`config.mk`:
```
export PLATFORM = sky130hd
export DESIGN_NAME = lane_unpacker
export DESIGN_NICKNAME = d
export VERILOG_FILES = /design/src/rtl/lane_unpacker_pkg.sv /design/src/rtl/lane_activity_decode.sv /design/src/rtl/lane_pick.sv /design/src/rtl/lane_unpacker.sv
export SDC_FILE = /design/constraint.sdc
export NUM_CORES = 1
export LEC_CHECK = 0
export BUFFER_PORTS_ARGS = -buffer_cell sky130_fd_sc_hd__buf_4
export CAP_MARGIN = 10
export CORE_MARGIN = 2
export CORE_UTILIZATION = 40
export DETAILED_ROUTE_END_ITERATION = 12
export PLACE_DENSITY = 0.76
export SLEW_MARGIN = 20
export SYNTH_ARGS = -nofsm -noshare
export SYNTH_HDL_FRONTEND = slang
export SYNTH_SLANG_ARGS = --single-unit
```
`constraint.sdc`:
```
create_clock -name clk -period 5.6 [get_ports clk]
set_clock_uncertainty 0.15 [all_clocks]
set_input_delay 1.12 -clock clk [delete_from_list [all_inputs] [get_ports clk]]
set_output_delay 1.12 -clock clk [all_outputs]
set_load 0.02 [all_outputs]
```
`src/rtl/lane_unpacker_pkg.sv`:
```
package lane_unpacker_pkg;
    // What the output port carries in a given cycle.
    typedef enum logic [1:0] {
        BEAT_NONE  = 2'd0,
        BEAT_ELEM  = 2'd1,
        BEAT_EMPTY = 2'd2
    } beat_kind_e;
endpackage

```
`src/rtl/lane_activity_decode.sv`:
```
module lane_activity_decode #(
    parameter int LANES = 4,
    parameter int IDX_W = (LANES > 1) ? $clog2(LANES) : 1
) (
    input  logic [LANES-1:0] strobe,
    input  logic [IDX_W-1:0] start_idx,
    input  logic [IDX_W-1:0] end_idx,
    output logic [LANES-1:0] active,
    output logic             inverted
);
    logic full_strobe;

    assign full_strobe = &strobe;
    assign inverted    = full_strobe && (start_idx > end_idx);

    // Per lane: range test under full strobes, own strobe bit otherwise.
    for (genvar i = 0; i < LANES; i++) begin : g_lane
        localparam logic [IDX_W-1:0] LANE_ID = IDX_W'(i);
        logic in_range;
        assign in_range  = (LANE_ID >= start_idx) && (LANE_ID <= end_idx);
        assign active[i] = full_strobe ? in_range : strobe[i];
    end
endmodule

```
`src/rtl/lane_pick.sv`:
```
module lane_pick #(
    parameter int LANES = 4,
    parameter int IDX_W = (LANES > 1) ? $clog2(LANES) : 1
) (
    input  logic [LANES-1:0] pending,
    output logic [IDX_W-1:0] idx,
    output logic             any,
    output logic             single
);
    // Lowest set lane wins.
    always_comb begin
        idx = '0;
        for (int k = LANES - 1; k >= 0; k--) begin
            if (pending[k]) begin
                idx = IDX_W'(k);
            end
        end
    end

    assign any    = |pending;
    assign single = any && ((pending & (pending - LANES'(1))) == '0);
endmodule

```
`src/rtl/lane_unpacker.sv`:
```
module lane_unpacker
    import lane_unpacker_pkg::*;
#(
    parameter int LANES  = 4,
    parameter int ELEM_W = 8,
    parameter int IDX_W  = (LANES > 1) ? $clog2(LANES) : 1
) (
    input  logic                    clk,
    input  logic                    rst_n,
    input  logic                    in_valid,
    output logic                    in_ready,
    input  logic [LANES*ELEM_W-1:0] in_data,
    input  logic [IDX_W-1:0]        in_start,
    input  logic [IDX_W-1:0]        in_end,
    input  logic [LANES-1:0]        in_strobe,
    input  logic                    in_last,
    output logic                    out_valid,
    input  logic                    out_ready,
    output logic [ELEM_W-1:0]       out_data,
    output logic                    out_last,
    output logic                    out_empty,
    output logic                    err_pulse
);
    typedef struct packed {
        logic [LANES-1:0] sent;   // lanes of the held transfer already delivered
        logic             err;
    } state_t;

    state_t st_d, st_q;

    logic [LANES-1:0] active;
    logic             inverted;
    logic [LANES-1:0] pending;
    logic [IDX_W-1:0] pick_idx;
    logic             pick_any;
    logic             pick_single;
    beat_kind_e       kind;
    logic             take_in;

    lane_activity_decode #(.LANES(LANES), .IDX_W(IDX_W)) u_decode (
        .strobe    (in_strobe),
        .start_idx (in_start),
        .end_idx   (in_end),
        .active    (active),
        .inverted  (inverted)
    );

    assign pending = active & ~st_q.sent;

    lane_pick #(.LANES(LANES), .IDX_W(IDX_W)) u_pick (
        .pending (pending),
        .idx     (pick_idx),
        .any     (pick_any),
        .single  (pick_single)
    );

    always_comb begin
        st_d = st_q;

        if (!in_valid) begin
            kind = BEAT_NONE;
        end else if (pick_any) begin
            kind = BEAT_ELEM;
        end else if (active == '0 && in_last) begin
            kind = BEAT_EMPTY;
        end else begin
            kind = BEAT_NONE;
        end

        out_valid = (kind != BEAT_NONE);
        out_empty = (kind == BEAT_EMPTY);
        out_data  = (kind == BEAT_ELEM) ? in_data[pick_idx*ELEM_W +: ELEM_W] : '0;
        out_last  = (kind == BEAT_EMPTY) ||
                    ((kind == BEAT_ELEM) && in_last && pick_single);

        take_in = ((kind == BEAT_ELEM) && pick_single && out_ready) ||
                  (in_valid && (active == '0) && (!in_last || out_ready));
        in_ready = take_in;

        st_d.err = take_in && inverted;
        if (take_in) begin
            st_d.sent = '0;
        end else if ((kind == BEAT_ELEM) && out_ready) begin
            st_d.sent = st_q.sent | (LANES'(1) << pick_idx);
        end
    end

    always_ff @(posedge clk) begin
        if (!rst_n) begin
            st_q <= '0;
        end else begin
            st_q <= st_d;
        end
    end

    assign err_pulse = st_q.err;
endmodule

```
==> results of run 1 <==
[power breakdown]
part	switching, W	internal (W)	leakage, nW	total (W)
Combinational	0.0000585	0.0000505	0.573	0.000109
Sequential	0.000000708	0.0000368	0.0405	0.0000375
Clock	0.0000156	0.0000270	0.0150	0.0000426
Total	0.0000748	0.000114	0.628	0.000189
[critical path, stage by stage]
cell       delay (ps)
buf_4             120
o2111ai_1         310
and3b_1           670
nor3_1            150
a21boi_0          310
nand2_1            90
buf_4             170
[how the worst min path moves through the flow]
stage               startpoint      end  slack [ps]
floorplan              st_q[2]  st_q[2]         330
global placement       st_q[4]  st_q[4]         370
detailed placement     st_q[4]  st_q[4]         400
CTS                    st_q[4]  st_q[4]         400
global route           st_q[4]  st_q[4]         430
finish                 st_q[4]  st_q[4]         400
[flip-flops by register name, summed over array words and instances, names as in the netlist]
signal and cells:
st_q 4, err_pulse 1
[layout by cell type (no fill, tap or decap), types with 2 or more instances in the layout]
cell type / netlist / layout
o31ai_1: 2 / 2
and2_1: 2 / 2
nand3_1: 14 / 14
a21bo_2: 2 / 2
nand2b_1: 2 / 2
nand2_1: 29 / 29
a21o_1: 9 / 9
nor3_1: 6 / 6
nor2_1: 3 / 3
inv_1: 6 / 6
a31oi_1: 12 / 12
a21oi_4: 2 / 2
dfxtp_1: 5 / 5
a211o_1: 2 / 2
ha_1: 2 / 2
o2111ai_1: 2 / 2
buf_4: 0 / 57
nand4_1: 2 / 2
a21oi_1: 2 / 2
clkbuf_4: 0 / 3
[per-layer routing]
layer / up-vias / track usage
li1: 599 / -
met1: 559 / 0.2847
met2: 61 / 0.3544
met3: 4 / 0.04571
met4: 0 / 0.05128
met5: - / 0
[metrics by stage]
stage,power (W),hold slack (ps)
floorplan,0.0001037,327.5
global placement,0.0001445,370.1
detailed placement,0.0001459,395.0
CTS,0.0001882,404.9
global route,0.0002027,431.1
finish,0.0001891,397.2
[cell type report]
class | instances | area share
Tap cell | 28 | 0.02585
Timing Repair Buffer | 57 | 0.3158
Clock buffer | 4 | 0.01939
Multi-Input combinational cell | 113 | 0.5485
Inverter | 6 | 0.01662
Sequential cell | 5 | 0.07387
[cells by family (layout without fill, tap and decap cells)]
kind of cell | after synthesis | after routing | share of synthesized area
flops | 5 | 5 | 0.1075
simple gates | 64 | 64 | 0.3441
xor+xnor | 1 | 1 | 0.009410
buf+inv | 14 | 67 | 0.09408
compound gates | 46 | 46 | 0.4180
fa+ha+maj | 2 | 2 | 0.02688
==> flow_summary.yaml, run 1 <==
outcome:
  status: "finished, final reports clean"
cells_and_area:
  fin_area_sq_um: 1355
  instances_no_fill: 213
  nFillCells: 219
  ff_latch_area_sq_um: 100.1
  multi_input_area_sq_um: 743.2
  area_growth_pct: 45.56
  num_antenna_cells: 0
  utilization: 0.6126
  drive_gt1_frac: 0.3676
  layout.nets: 233
power_and_ir_drop:
  p_leak_nw: 0.6284
  peakVddDrop_uv: 120.2
  p_per_area_nw_per_um2: 139.5
clocking:
  cts_buffers: 3
  htree_num_levels: 1
  clockBufferDepth: 2
  cts_resized: 0
  ctsHoldBuffers: 0
  clk_pin_slew_ps: 40
  cts_setup_buffers: 0
  clock-sinks: 5
  cts-root-buf: "clkbuf_4"
  cts_tree: "yes"
  clk_latency_ps: 250
synth:
  ys_types: 40
  async_flop_share: 0
  ys_seq_area_frac: 0.1075
  syn_avg_cell_area_sq_um: 7.052
  synth_flop_cell: "dfxtp_1"
  yosys.area.top_type: "nand2_1"
  ys_ff_latch: 5
  synth_edf_count: 0
  synth.area.top_cells: "nand2_1 (12%), dfxtp_1 (11%), a31oi_1 (8.1%)"
  synthCells: 132
  ys_warn_count: 0
  synth_nets: 179
  synth.most_common_cell: "nand2_1"
  netlist_area_sq_um: 930.9
  synth_common_cells: "nand2_1 (29), nand3_1 (14), a31oi_1 (12)"
  synth.top_cell.area_share: 0.1169
run:
  drv_cap: 0
detailed_routing:
  drc: 0
  antenna_left: 0
  drtIter0Drc: 31
  met3WireLength_microns: 238
  via_per_inst: 5.742
  top_layer_used: "met4"
  first_pass_iters: 4
  wl_per_cell_microns: 14.05
  wl_met1_mm: 1.268
  drt_wl_total_mm: 2.992
  vias: 1223
  met2_length_mm: 1.464
worst_setup_path:
  ff2ff_setup_slack_ps: 3620
  worst_ep_required_time_ps: 4330
  worst-r2r-cell-count: 5
  regToRegStartpoint: "st_q[3]"
  cp_data_arrival_time_ps: 2930
  crit_start: "in_start[0]"
  cp-endpoint: "in_ready"
  cp-end-kind: "primary output"
  critPathLaunchType: "input pin"
  critPathMaxFanout: 15
  worst-setup-path-type: "in2out"
  rr_endpoint: "st_q[1]"
sta:
  max_slew_margin: 0.5383
  worst_slew_pin_slew_ps: 692.6
  fmax_mhz: 237.9
  post-route-period-util: 0.7508
  post-route-min-period_ps: 4204
  final.setup.tns_ps: 0
  rsz0062_at_grt: "no"
  finalWorstSetupSlack_ps: 1396
  hold_violations: 0
  drv_slew: 0
  final-setup-viol-count: 0
placed_design:
  post-place-ws_ps: 1437
  gp_congestion: 0.9122
  io_buffers: 57
  place_area_sq_um: 1329
  dp.cells: 209
  dp_hpwl_mm: 2.363
grt:
  track_usage: 0.2148
  grt_max_degree: 21
  grt_first_pass_wirelength_mm: 4.540
  overflow: 0
  first_global_vias: 1115
  grt_antenna_before_repair: 0
worst_hold_path:
  hold_path.class: "reg2reg"
  min_path_cells: 2
floorplanning:
  rows: 17
  die_w_microns: 52.24
  die_y_microns: 52.24
  io_pins: 58
  initial_utilization: 0.4208
  die_area_sq_um: 2729
  core_area_sq_um: 2212
Power figures use the tool's default switching activity.
==> run 2, diff against run 1 <==
==> constraint.sdc (replaced) <==
create_clock -name clk -period 3.9 [get_ports clk]
set_clock_uncertainty 0.15 [all_clocks]
set_input_delay 0.78 -clock clk [delete_from_list [all_inputs] [get_ports clk]]
set_output_delay 0.78 -clock clk [all_outputs]
set_load 0.02 [all_outputs]
==> run 2 against run 1 <==
- global-route usage shrank 0.58 points
- via count shrank 1.4%
- register-to-register slack lost 1700 ps
- worst setup slack lost 1000 ps
- sequential share of layout area is the same
- first-iteration DRC count shrank 32%
- design area is the same
- clock power grew 43%
- core utilization is the same
- largest cell class unchanged
==> flow_summary.yaml, run 2 (same netlist as run 1, synthesis figures left out) <==
grt:
  grt_max_degree: 21
  grt_antenna_before_repair: 0
  grt_first_pass_wirelength_mm: 4.436
  track_usage: 0.2090
  overflow: 0
  first_global_vias: 1087
floorplanning:
  rows: 17
  die_w_microns: 52.24
  io_pins: 58
  die_y_microns: 52.24
  die_area_sq_um: 2729
  initial_utilization: 0.4208
  core_area_sq_um: 2212
worst_hold_path:
  hold_path.class: "reg2reg"
  hp-start: "st_q[4]"
  hold_end: "st_q[4]"
  min_path_cells: 2
clocking:
  clock-sinks: 5
  cts_resized: 0
  htree_num_levels: 1
  cts_buffers: 3
  clockBufferDepth: 2
  cts_setup_buffers: 0
  cts_tree: "yes"
  clk_pin_slew_ps: 40
  ctsHoldBuffers: 0
  clk_latency_ps: 240
  cts-root-buf: "clkbuf_4"
sta:
  post-route-min-period_ps: 3527
  fmax_mhz: 283.5
  hold_violations: 0
  drv_slew: 0
  final.setup.tns_ps: 0
  post-route-period-util: 0.9045
  final-setup-viol-count: 0
  worst_slew_pin_slew_ps: 675.4
  max_slew_margin: 0.5497
  rsz0062_at_grt: "no"
worst_setup_path:
  critPathMaxFanout: 15
  rr_endpoint: "st_q[2]"
  crit_start: "in_start[0]"
  cp-end-kind: "primary output"
  worst-r2r-cell-count: 5
  cp_data_arrival_time_ps: 2600
  regToRegStartpoint: "st_q[3]"
  ff2ff_setup_slack_ps: 1880
  worst-setup-path-type: "in2out"
  critPathLaunchType: "input pin"
  worst_ep_required_time_ps: 2970
detailed_routing:
  drtIter0Drc: 21
  wl_per_cell_microns: 13.68
  drc: 0
  antenna_left: 0
  first_pass_iters: 4
  vias: 1206
  via_per_inst: 5.662
  drt_wl_total_mm: 2.914
cells_and_area:
  regMostFlops: "st_q"
  num_antenna_cells: 0
  mostFrequentLayoutCells: "buf_4 (57), nand2_1 (29), nand3_1 (14)"
  drive_gt1_frac: 0.3676
  layout_commonest_cell: "buf_4"
  layout.nets: 233
  area_growth_pct: 45.56
  nFillCells: 213
  fin_area_sq_um: 1355
  largest_reg_flops: 4
outcome:
  status: "finished, final reports clean"
power_and_ir_drop:
  p_total_w: 0.0002700
  p_per_area_nw_per_um2: 199.3
  peakVddDrop_uv: 167.7
  p_leak_nw: 0.6284
placed_design:
  dp_hpwl_mm: 2.400
  place_area_sq_um: 1329
  gp_congestion: 0.9123
  io_buffers: 57
run:
  drv_cap: 0
[run 2: cell counts in the layout (fill, tap and decap cells not counted)]
No cell type changed its count.
[run 2: metrics by stage]
step | cells | setup WS (ps) | hold WS [ps] | utilization
floorplan | 132 | 769.1 | 327.5 | -
global placement | 209 | 477.5 | 370.1 | 0.6007
detailed placement | 209 | 403.7 | 396.5 | 0.6007
CTS | 213 | 404.9 | 406.3 | 0.6126
global route | 213 | 288.6 | 431.3 | 0.6126
finish | 213 | 372.5 | 416.9 | 0.6126
[run 2: area by class of cell]
| cell class | instances | area (sq um) | share of cell area |
|---|---|---|---|
| Multi-Input combinational cell | 113 | 743.2 | 0.5485 |
| Timing Repair Buffer | 57 | 427.9 | 0.3158 |
| Sequential cell | 5 | 100.1 | 0.07387 |
| Tap cell | 28 | 35.03 | 0.02585 |
| Clock buffer | 4 | 26.28 | 0.01939 |
| Inverter | 6 | 22.52 | 0.01662 |
[run 2: worst max-delay path, cell delays in order]
cell       delay, ps
buf_4            120
o2111ai_1        320
and3b_1          660
nor3_1           150
a21boi_0         320
nand2_1           80
buf_4            170
[run 2: worst max-delay path by stage]
stage                   to
2_1_floorplan  out_data[3]
3_3_place_gp     out_valid
3_5_place_dp      in_ready
4_1_cts           in_ready
5_1_grt        out_data[0]
6_report          in_ready
[run 2: layer usage]
| layer | part of all wire | up-vias | track usage |
|---|---|---|---|
| met5 | 0 | - | 0 |
| met4 | 0.011 | 0 | 0.04274 |
| met3 | 0.081 | 6 | 0.04000 |
| met2 | 0.46 | 53 | 0.3502 |
| met1 | 0.44 | 546 | 0.2783 |
| li1 | - | 601 | - |
[run 2: report_power, final]
group | internal (W) | switching [W] | total (W)
clock | 0.0000387 | 0.0000223 | 0.0000610
combinational | 0.0000726 | 0.0000826 | 0.000155
sequential | 0.0000528 | 0.00000106 | 0.0000539
